==> config.mk <==
export PLATFORM = sky130hd
export DESIGN_NAME = uart_regctl
export DESIGN_NICKNAME = d
export VERILOG_FILES = /design/src/rtl/uart_regctl_pkg.sv /design/src/rtl/uart_regctl_baud.sv /design/src/rtl/uart_regctl_tx.sv /design/src/rtl/uart_regctl_rx.sv /design/src/rtl/uart_regctl.sv
export SDC_FILE = /design/constraint.sdc
export NUM_CORES = 1
export LEC_CHECK = 0
export CORE_MARGIN = 2
export CORE_UTILIZATION = 58
export CTS_CLUSTER_SIZE = 30
export DETAILED_ROUTE_END_ITERATION = 8
export DONT_BUFFER_PORTS = 1
export PLACE_DENSITY = 0.77
export SYNTH_ARGS = -nofsm -noshare
export SYNTH_HDL_FRONTEND = slang
export SYNTH_SLANG_ARGS = --single-unit
export TNS_END_PERCENT = 50
==> constraint.sdc <==
create_clock -name clk -period 1.8 [get_ports clk]
set_input_delay 0.45 -clock clk [delete_from_list [all_inputs] [get_ports clk]]
set_output_delay 0.45 -clock clk [all_outputs]
set_load 0.005 [all_outputs]
==> src/rtl/uart_regctl_pkg.sv <==
package uart_regctl_pkg;
    localparam logic [1:0] A_CTRL = 2'd0;
    localparam logic [1:0] A_DIV  = 2'd1;
    localparam logic [1:0] A_TXH  = 2'd2;
    localparam logic [1:0] A_RXH  = 2'd3;

    localparam int CTRL_W  = 6;
    localparam int C_EN    = 0;
    localparam int C_CH7   = 1;
    localparam int C_PEN   = 2;
    localparam int C_PEVEN = 3;
    localparam int C_STOP2 = 4;
    localparam int C_TXLOW = 5;

    localparam int S_ON     = 8;
    localparam int S_EMPTY  = 9;
    localparam int S_RXFULL = 10;
    localparam int TXH_BRK  = 8;

    // F_HOLD: transmitter armed and waiting for a tick; receiver waiting for the line to go high
    typedef enum logic [2:0] {F_IDLE, F_START, F_DATA, F_PAR, F_STOP, F_HOLD} fr_st_e;
endpackage

==> src/rtl/uart_regctl_baud.sv <==
module uart_regctl_baud #(
    parameter int DIV_W = 16
) (
    input  logic             clk,
    input  logic             rst_n,
    input  logic             run,
    input  logic [DIV_W-1:0] div,
    output logic             tick
);
    typedef struct packed {
        logic [DIV_W-1:0] cnt;
        logic             tick;
    } bd_s;

    bd_s q, n;

    always_comb begin
        n = q;
        n.tick = 1'b0;
        if (!run) begin
            n.cnt = '0;
        end else if (q.cnt >= div) begin
            n.cnt  = '0;
            n.tick = 1'b1;
        end else begin
            n.cnt = q.cnt + 1'b1;
        end
    end

    always_ff @(posedge clk or negedge rst_n) begin
        if (!rst_n) q <= '0;
        else        q <= n;
    end

    assign tick = q.tick;
endmodule

==> src/rtl/uart_regctl_tx.sv <==
module uart_regctl_tx
    import uart_regctl_pkg::*;
#(
    parameter int OVS = 16
) (
    input  logic       clk,
    input  logic       rst_n,
    input  logic       run,
    input  logic       tick,
    input  logic       ch7,
    input  logic       pen,
    input  logic       peven,
    input  logic       stop2,
    input  logic       launch,
    input  logic [7:0] din,
    output logic       busy,
    output logic       line,
    output logic       done
);
    localparam int SUB_W = $clog2(OVS);
    localparam logic [SUB_W-1:0] SUB_LAST = SUB_W'(OVS - 1);

    typedef struct packed {
        fr_st_e           st;
        logic [SUB_W-1:0] sub;
        logic [2:0]       bitn;
        logic [7:0]       sh;
        logic             par;
        logic             done;
    } tx_s;

    tx_s        q, n;
    logic [7:0] masked;
    logic [2:0] last_idx;
    logic       bit_end;

    always_comb begin
        masked   = ch7 ? {1'b0, din[6:0]} : din;
        last_idx = ch7 ? 3'd6 : 3'd7;
        bit_end  = tick && (q.sub == SUB_LAST);
        n        = q;
        n.done   = 1'b0;
        if (tick && q.st != F_IDLE && q.st != F_HOLD)
            n.sub = bit_end ? '0 : q.sub + 1'b1;
        case (q.st)
            F_IDLE: if (launch) begin
                n.st  = F_HOLD;
                n.sh  = masked;
                n.par = peven ? ^masked : ~^masked;
            end
            F_HOLD: if (tick) begin
                n.st  = F_START;
                n.sub = '0;
            end
            F_START: if (bit_end) begin
                n.st   = F_DATA;
                n.bitn = '0;
            end
            F_DATA: if (bit_end) begin
                n.sh = q.sh >> 1;
                if (q.bitn == last_idx) begin
                    n.st   = pen ? F_PAR : F_STOP;
                    n.bitn = '0;
                end else begin
                    n.bitn = q.bitn + 1'b1;
                end
            end
            F_PAR: if (bit_end) begin
                n.st   = F_STOP;
                n.bitn = '0;
            end
            F_STOP: if (bit_end) begin
                if (stop2 && q.bitn == 3'd0) begin
                    n.bitn = 3'd1;
                end else begin
                    n.st   = F_IDLE;
                    n.done = 1'b1;
                end
            end
            default: n.st = F_IDLE;
        endcase
        if (!run) begin
            n.st  = F_IDLE;
            n.sub = '0;
        end
    end

    always_ff @(posedge clk or negedge rst_n) begin
        if (!rst_n) q <= '{st: F_IDLE, default: '0};
        else        q <= n;
    end

    always_comb begin
        case (q.st)
            F_START: line = 1'b0;
            F_DATA:  line = q.sh[0];
            F_PAR:   line = q.par;
            default: line = 1'b1;
        endcase
    end

    assign busy = (q.st != F_IDLE);
    assign done = q.done;
endmodule

==> src/rtl/uart_regctl_rx.sv <==
module uart_regctl_rx
    import uart_regctl_pkg::*;
#(
    parameter int OVS = 16
) (
    input  logic       clk,
    input  logic       rst_n,
    input  logic       run,
    input  logic       tick,
    input  logic       rxd,
    input  logic       ch7,
    input  logic       pen,
    input  logic       peven,
    input  logic       stop2,
    output logic [7:0] dout,
    output logic       got,
    output logic       perr,
    output logic       ferr,
    output logic       brk
);
    localparam int SUB_W = $clog2(OVS);
    localparam logic [SUB_W-1:0] SUB_LAST = SUB_W'(OVS - 1);
    localparam logic [SUB_W-1:0] SUB_MID  = SUB_W'(OVS / 2 - 1);

    typedef struct packed {
        fr_st_e           st;
        logic [SUB_W-1:0] sub;
        logic [2:0]       bitn;
        logic [7:0]       sh;
        logic             pbit;
        logic             got;
        logic             perr;
        logic             ferr;
        logic             brk;
    } rx_s;

    rx_s        q, n;
    logic [7:0] data;
    logic [2:0] last_idx;
    logic       par_ref;
    logic       bit_end;

    always_comb begin
        data     = ch7 ? {1'b0, q.sh[7:1]} : q.sh;
        last_idx = ch7 ? 3'd6 : 3'd7;
        par_ref  = peven ? ^data : ~^data;
        bit_end  = tick && (q.sub == SUB_LAST);
        n        = q;
        n.got    = 1'b0;
        n.perr   = 1'b0;
        n.ferr   = 1'b0;
        n.brk    = 1'b0;
        if (tick && q.st != F_IDLE && q.st != F_HOLD)
            n.sub = bit_end ? '0 : q.sub + 1'b1;
        case (q.st)
            F_IDLE: if (tick && !rxd) begin
                n.st  = F_START;
                n.sub = '0;
            end
            F_START: if (tick && q.sub == SUB_MID) begin
                n.sub = '0;
                if (rxd) begin
                    n.st = F_IDLE;
                end else begin
                    n.st   = F_DATA;
                    n.bitn = '0;
                end
            end
            F_DATA: if (bit_end) begin
                n.sh = {rxd, q.sh[7:1]};
                if (q.bitn == last_idx) begin
                    n.st   = pen ? F_PAR : F_STOP;
                    n.bitn = '0;
                end else begin
                    n.bitn = q.bitn + 1'b1;
                end
            end
            F_PAR: if (bit_end) begin
                n.pbit = rxd;
                n.st   = F_STOP;
            end
            F_STOP: if (bit_end) begin
                if (!rxd) begin
                    n.st = F_HOLD;
                    if (data == 8'd0 && !(pen && q.pbit)) n.brk  = 1'b1;
                    else                                   n.ferr = 1'b1;
                end else if (stop2 && q.bitn == 3'd0) begin
                    n.bitn = 3'd1;
                end else begin
                    n.st   = F_IDLE;
                    n.got  = 1'b1;
                    n.perr = pen && (q.pbit != par_ref);
                end
            end
            F_HOLD: if (rxd) n.st = F_IDLE;
            default: n.st = F_IDLE;
        endcase
        if (!run) begin
            n.st  = F_IDLE;
            n.sub = '0;
        end
    end

    always_ff @(posedge clk or negedge rst_n) begin
        if (!rst_n) q <= '{st: F_IDLE, default: '0};
        else        q <= n;
    end

    assign dout = data;
    assign got  = q.got;
    assign perr = q.perr;
    assign ferr = q.ferr;
    assign brk  = q.brk;
endmodule

==> src/rtl/uart_regctl.sv <==
module uart_regctl
    import uart_regctl_pkg::*;
#(
    parameter int REG_W = 16,
    parameter int DIV_W = 16,
    parameter int OVS   = 16
) (
    input  logic             clk,
    input  logic             rst_n,
    input  logic             wr_en,
    input  logic             rd_en,
    input  logic [1:0]       addr,
    input  logic [REG_W-1:0] wdata,
    output logic [REG_W-1:0] rdata,
    input  logic             rxd,
    output logic             txd,
    output logic             evt_rx,
    output logic             evt_txe,
    output logic             evt_rxovr,
    output logic             evt_txovr,
    output logic             evt_frm,
    output logic             evt_par,
    output logic             evt_brk
);
    typedef struct packed {
        logic [CTRL_W-1:0] ctrl;
        logic [DIV_W-1:0]  div;
        logic              brk;
        logic              on;
        logic              rxfull;
        logic [7:0]        rxhold;
        logic [1:0]        sy;
        logic              e_rx, e_txe, e_rxo, e_txo, e_frm, e_par, e_brk;
    } top_s;

    top_s       q, n;
    logic       tick, tx_busy, tx_line, tx_done, tx_wr, launch, empty;
    logic       rx_got, rx_perr, rx_ferr, rx_brk;
    logic [7:0] rx_dout;
    logic       en_bit, txlow_bit;

    uart_regctl_baud #(.DIV_W(DIV_W)) u_baud (
        .clk(clk), .rst_n(rst_n), .run(q.on), .div(q.div), .tick(tick)
    );

    uart_regctl_tx #(.OVS(OVS)) u_tx (
        .clk(clk), .rst_n(rst_n), .run(q.on), .tick(tick),
        .ch7(q.ctrl[C_CH7]), .pen(q.ctrl[C_PEN]), .peven(q.ctrl[C_PEVEN]),
        .stop2(q.ctrl[C_STOP2]), .launch(launch), .din(wdata[7:0]),
        .busy(tx_busy), .line(tx_line), .done(tx_done)
    );

    uart_regctl_rx #(.OVS(OVS)) u_rx (
        .clk(clk), .rst_n(rst_n), .run(q.on), .tick(tick), .rxd(q.sy[1]),
        .ch7(q.ctrl[C_CH7]), .pen(q.ctrl[C_PEN]), .peven(q.ctrl[C_PEVEN]),
        .stop2(q.ctrl[C_STOP2]), .dout(rx_dout), .got(rx_got),
        .perr(rx_perr), .ferr(rx_ferr), .brk(rx_brk)
    );

    always_comb begin
        tx_wr  = wr_en && (addr == A_TXH);
        launch = tx_wr && !wdata[TXH_BRK] && q.on && !tx_busy;
        empty  = q.on && !tx_busy;
        n       = q;
        n.sy    = {q.sy[0], rxd};
        n.on    = q.ctrl[C_EN];
        n.e_rx  = 1'b0;
        n.e_rxo = 1'b0;
        n.e_txo = tx_wr && !wdata[TXH_BRK] && q.on && tx_busy;
        n.e_txe = tx_done;
        n.e_frm = rx_ferr;
        n.e_brk = rx_brk;
        n.e_par = rx_perr && !q.rxfull;
        if (wr_en && addr == A_CTRL) n.ctrl = wdata[CTRL_W-1:0];
        if (wr_en && addr == A_DIV)  n.div  = wdata[DIV_W-1:0];
        if (tx_wr)                   n.brk  = wdata[TXH_BRK];
        if (rd_en && addr == A_RXH)  n.rxfull = 1'b0;
        if (rx_got) begin
            if (q.rxfull) begin
                n.e_rxo = 1'b1;
            end else begin
                n.rxfull = 1'b1;
                n.rxhold = rx_dout;
                n.e_rx   = 1'b1;
            end
        end
    end

    always_ff @(posedge clk or negedge rst_n) begin
        if (!rst_n) q <= '{sy: 2'b11, default: '0};
        else        q <= n;
    end

    always_comb begin
        rdata = '0;
        case (addr)
            A_CTRL: begin
                rdata[CTRL_W-1:0] = q.ctrl;
                rdata[S_ON]       = q.on;
                rdata[S_EMPTY]    = empty;
                rdata[S_RXFULL]   = q.rxfull;
            end
            A_DIV:   rdata[DIV_W-1:0] = q.div;
            A_TXH:   rdata[TXH_BRK]   = q.brk;
            default: rdata[7:0]       = q.rxhold;
        endcase
    end

    assign txd       = (q.ctrl[C_TXLOW] || q.brk) ? 1'b0 : tx_line;
    assign en_bit    = q.ctrl[C_EN];
    assign txlow_bit = q.ctrl[C_TXLOW];
    assign evt_rx    = q.e_rx;
    assign evt_txe   = q.e_txe;
    assign evt_rxovr = q.e_rxo;
    assign evt_txovr = q.e_txo;
    assign evt_frm   = q.e_frm;
    assign evt_par   = q.e_par;
    assign evt_brk   = q.e_brk;
endmodule

==> results.toml, run 1 <==
[synthesis]
yosys.area.top_type = "dfrtp_1"
synth_nets = 604
synthFlopType = "dfrtp_1"
synth_edf_count = 0
ys_seq_elements = 102
synth_area_per_cell_um2 = 10.07
synth.top_cell.area_share_pct = 44.86
ys_warn_count = 0
synth.cell_area_mm2 = 0.005578
synthCells = 554
synth_area_leaders = "dfrtp_1 45%, mux2_2 6.5%, ha_1 6.1%, nand2_1 3.5%, xnor2_1 3.3%"
ys_async_sr_fraction_pct = 100.0
yosysSeqAreaShare_pct = 45.81
ys_types = 62

[cts]
cts_buffer_depth = 2
clk_latency_ns = 0.37
path_clk_slew_ns = 0.09
cts_tree = "yes"
cts_made_buffers = 9
h-tree-depth = 3
cts_root_buffer = "clkbuf_8"
cts_sinks = 102

[placement]
dpl_cell_area_mm2 = 0.006008
hpwl_mm = 8.603
place_ws_ns = -0.1322
io_buffers = 0
gp_congestion = 0.8823

[worst_setup_path]
critPathSlowestCell = "dfrtp_1"
start_kind = "flip-flop"
path_class = "reg -> out"
end_kind = "output pin"
max_stage_delay_ns = 0.43
cp.required_ns = 1.35
crit_top_cell = "nor2_1"
rr_endpoint = "u_baud.q[12]"
reg2reg_depth = 8
rr_startpoint = "q[33]"
critical_path_arrival_ns = 1.44
ff2ff_setup_slack_ns = -0.08
path_cells = "nor3_4 > nand2_1 > nor2_1 > a21oi_1 > nor2_1"
crit_fanout = 2

[global_routing]
grt_max_degree = 103
grt_pass1_wl_mm = 20.35
grt_remaining_overflow = 0
antenna_found_initial = 0
grt_pass1_vias = 4222
grtUsageTotal_pct = 25.01

[sta]
worst_slew_pin_slew_ns = 0.5249
holdWs_ns = -0.2260
slew_violations = 0
rsz0062_at_grt = "yes"
min_period_over_period_pct = 105.2
max-slew-margin-rel_pct = 65.01
skew_ns = 0.01525
fmax_mhz = 528.0
hold_viol = 102
min_period_ns = 1.894
finalSetupViolCount = 20
worst_slack_ns = -0.09382

[run]
maxCapViolCount = 0

[die]
die_area_mm2 = 0.01042
initial_core_util_pct = 60.08
die_y_um = 102.1
core_area_mm2 = 0.009284
pin_count = 47
chipWidth_um = 102.1
rows = 35

[cells_and_area]
area_growth_pct = 19.85
fin_nets = 654
drive_gt1_share_pct = 29.39
final_core_util_pct = 72.01
design_area_mm2 = 0.006685
antenna_cells = 0

[detailed_routing]
num_vias = 4295
firstDrtPassIters = 4
avgRoutedWirePerCell_um = 17.20
avgViaCountPerCell = 5.820
drc_errors = 0
drt_iter0_drc = 188
drtAntennaViolNets = 0
routed_wl_mm = 12.69

[pwr]
power.density_mw_per_mm2 = 782.5
ir_worst_vdd_mv = 0.4800
swShare_pct = 27.84
p_int_mw = 3.775
combPwrFrac_pct = 18.7
clkPwrFrac_pct = 29.8
leakagePower_nw = 3.008
power_switching_mw = 1.457
p_seq_share_pct = 51.5

[status]
status = "finished, violations left"
violations = "negative hold slack, negative setup slack"

[worst_hold_path]
hold_class = "in -> async"
[cells in the final DEF (no fill, tap or decap), types with 5 or more instances in the layout]
master | synthesis | routed
nand2_1 | 52 | 50
o21ai_0 | 33 | 30
nor2_1 | 28 | 27
nand2b_1 | 7 | 6
xnor2_1 | 21 | 18
nand3_1 | 13 | 13
mux2i_1 | 15 | 8
a21oi_1 | 13 | 12
nor3_4 | 0 | 5
nor3_2 | 1 | 15
ha_1 | 27 | 23
and3_1 | 10 | 10
buf_4 | 0 | 54
mux2_2 | 32 | 32
o21ai_2 | 7 | 8
xor2_1 | 13 | 13
o21ai_1 | 7 | 9
mux2i_2 | 0 | 7
and2_1 | 9 | 9
dfrtp_1 | 100 | 96
a22o_1 | 6 | 6
a22oi_1 | 8 | 7
inv_1 | 37 | 35
buf_6 | 1 | 6
nor3_1 | 27 | 8
nand4_1 | 6 | 6
clkbuf_8 | 0 | 9
[what timing repair did]
| action | 4_1_cts | 5_1_grt |
|---|---|---|
| setup endpoints to repair | 27 | 47 |
| pin swaps | 12 | 28 |
| resized for setup | 30 | 40 |
| buffers inserted | 6 | 11 |
| hold endpoints to repair | 102 | 102 |
[stage by stage]
stage	hold slack, ns	instances	total power, mW	TNS, ns
CTS	-0.2480	727	5.155	-1.477
global route	-0.2628	738	5.482	-3.056
detailed placement	0.1587	705	3.558	-1.799
global placement	0.1588	705	3.519	-0.4930
finish	-0.2260	738	5.231	-1.254
floorplan	0.1544	554	3.303	-0.09012
[critical path, delay by kind of cell (launching register included)]
family | cells | cell delay (ns)
AND/OR/NAND/NOR | 4 | 0.59
flip-flops | 1 | 0.43
AO/OA/AOI/OAI | 1 | 0.06
[cell families after synthesis]
logic type	synth area share, %
and+or+nand+nor	17.18
muxes	9.152
adders and majority gates	6.056
AOI/OAI and AO/OA	12.00
buffers and inverters	4.464
DFF	45.81
xor gates and xnor gates	5.339
[synth_stat cells (all sizes together) (3+ instances only)]
cell and number:
inv 37, nor2 29, nor3b 4, clkbuf 9
and4 3, xor2 13, and2 9, ha 27
mux2 32, nand4b 3, a21o 3, nor2b 3
a22o 6, nand2b 7, and3 10, nor3 28
a22oi 8, a21boi 3, nand2 52, dfrtp 100
a21oi 13, o21a 4, mux2i 15, nor4 3
nand3b 4, o21ai 47, nand4 6, buf 15
xnor2 21, nand3 13
[how the worst max path moves through the flow]
stage | cells after the start | slack (ns) | from | to
floorplan | 4 | -0.02 | addr[1] | rdata[1]
global placement | 8 | -0.04 | q[33] | u_baud.q[16]
detailed placement | 8 | -0.13 | q[33] | u_baud.q[14]
CTS | 7 | -0.12 | u_baud.q[14] | u_baud.q[14]
global route | 5 | -0.19 | u_tx.q[19] | rdata[9]
finish | 5 | -0.09 | u_tx.q[19] | rdata[9]
[sequential cells by signal, indices dropped and copies added (netlist names), 16 cells and up]
register,cells
u_tx.q,19
u_rx.q,19
u_baud.q,16
q,33
[power by group through the flow]
stage / combinational, mW / sequential (mW) / clock [mW]
floorplan: 0.648 / 2.66 / 0
global placement: 0.810 / 2.71 / 0
detailed placement: 0.834 / 2.72 / 0
CTS: 0.889 / 2.68 / 1.58
global route: 1.08 / 2.72 / 1.69
finish: 0.978 / 2.69 / 1.56
[layout make-up]
cell class | instances | area (um^2)
clock inverters | 6 | 86.33
well taps | 129 | 161.4
clock buffers | 10 | 127.6
repair buffers | 63 | 533.0
flip-flops and latches | 102 | 2560
inverters | 37 | 138.9
multi-input cells | 391 | 3078
fillers | 654 | 2599
[per-layer routing]
metal | vias to the layer above | track usage (%) | wire length (um)
met3 | 16 | 6.361 | 767
met1 | 2121 | 31.81 | 5332
met2 | 120 | 42.76 | 6423
li1 | 2038 | - | -
met4 | 0 | 6.769 | 170
met5 | - | 0 | 0
No activity file was read; power rests on OpenSTA's default activity.
==> inputs of run 2 (changes only) <==
- SKIP_CTS_REPAIR_TIMING: default -> 1
==> results.toml, run 2 (synthesis results as in run 1) <==
[die]
core_area_mm2 = 0.009284
initial_core_util_pct = 60.08
die_area_mm2 = 0.01042
rows = 35
die_y_um = 102.1
pin_count = 47
chipWidth_um = 102.1

[global_routing]
grt_remaining_overflow = 0
grt_pass1_vias = 4109
grtUsageTotal_pct = 24.20
antenna_found_initial = 0
grt_max_degree = 103
grt_pass1_wl_mm = 19.74

[cts]
cts_sinks = 102
clk_latency_ns = 0.37
path_clk_slew_ns = 0.09
cts_made_buffers = 9
cts_buffer_depth = 2
cts_root_buffer = "clkbuf_8"
cts_tree = "yes"
h-tree-depth = 3

[cells_and_area]
largest_reg_flops = 33
layout.cells.non_filler = 733
fillCellCount = 671
final_core_util_pct = 71.28
top_register = "q"
final_cell_mix = "96 x dfrtp_1, 51 x nand2_1, 50 x buf_4"
reg_top3 = "q x33, u_rx.q x19, u_tx.q x19"
drive_gt1_share_pct = 28.15
antenna_cells = 0
area_growth_pct = 18.64
fin_nets = 649
mostFrequentLayoutCell = "dfrtp_1"

[worst_setup_path]
start_kind = "flip-flop"
cp.required_ns = 1.35
critPathSlowestCell = "dfrtp_2"
end_kind = "output pin"
path_cells = "nand2b_1 > nor2_1 > a21oi_1 > nor2_1 > nor3_2"
critical_path_arrival_ns = 1.45
crit_fanout = 7
crit_top_cell = "nor2_1"
path_class = "reg -> out"
max_stage_delay_ns = 0.49
cp_top_family = "flip-flops"
cp_num_buf_inv = 0

[worst_hold_path]
hold_class = "in -> async"

[pwr]
power.density_mw_per_mm2 = 785.1
total_power_mw = 5.195
ir_worst_vdd_mv = 0.4826
leakagePower_nw = 2.974

[run]
maxCapViolCount = 0

[detailed_routing]
drc_errors = 0
num_vias = 4265
avgViaCountPerCell = 5.819
drt_iter0_drc = 176
routed_wl_mm = 12.43
firstDrtPassIters = 4
drtAntennaViolNets = 0
avgRoutedWirePerCell_um = 16.96

[sta]
worst_slack_ns = -0.1037
holdWs_ns = -0.2241
hold_viol = 102
slew_violations = 0
worst_slew_pin_slew_ns = 0.5190
skew_ns = 0.01472
max-slew-margin-rel_pct = 65.40
rsz0062_at_grt = "yes"
finalSetupViolCount = 21
fmax_mhz = 525.3
setup_tns_ns = -1.110
min_period_ns = 1.904
min_period_over_period_pct = 105.8

[placement]
placed_cells = 705
io_buffers = 0
gp_congestion = 0.8823
hpwl_mm = 8.603

[status]
violations = "negative hold slack, negative setup slack"
status = "finished, violations left"
## run 2: power by group
group	internal [mW]	switching, mW	leakage [nW]
logic	0.478	0.473	1.53
registers	2.50	0.191	1.34
clock network	0.782	0.769	0.106
## run 2: layout make-up
| class | count | area, um^2 | share of cell area [%] |
|---|---|---|---|
| Multi-Input combinational cell | 391 | 3052 | 46.11 |
| Sequential cell | 102 | 2560 | 38.68 |
| Timing Repair Buffer | 58 | 491.7 | 7.431 |
| Tap cell | 129 | 161.4 | 2.439 |
| Inverter | 37 | 138.9 | 2.099 |
| Clock buffer | 10 | 127.6 | 1.929 |
| Clock inverter | 6 | 86.33 | 1.305 |
## run 2: final timing paths
kind	slack, ns	start	endpoint	cells past startpoint
setup reg to reg	-0.07	q[30]	u_baud.q[15]	8
setup / recovery	-0.10	u_tx.q[18]	txd	5
min in group clk	0.08	rxd	n[8]	0
hold reg to reg	0.35	u_tx.done	evt_txe	0
hold / removal	-0.22	rst_n	u_rx.brk	0
max in group asynchronous	1.78	rst_n	n[8]	0
## run 2: stage by stage
step / area [um^2] / worst slack [ns]
2_1_floorplan: 5594 / -0.02253
3_3_place_gp: 6008 / -0.03634
3_5_place_dp: 6008 / -0.1322
4_1_cts: 6222 / -0.2844
5_1_grt: 6618 / -0.1846
6_report: 6618 / -0.1037
## run 2: per-layer routing
layer  global-route usage, %  up-vias  part of all wire (%)
li1                        -     2032                     -
met1                   31.17     2106                    42
met2                   40.79      115                    51
met3                   6.224       12                   6.0
met4                   6.769        0                   1.1
met5                       0        -                     0
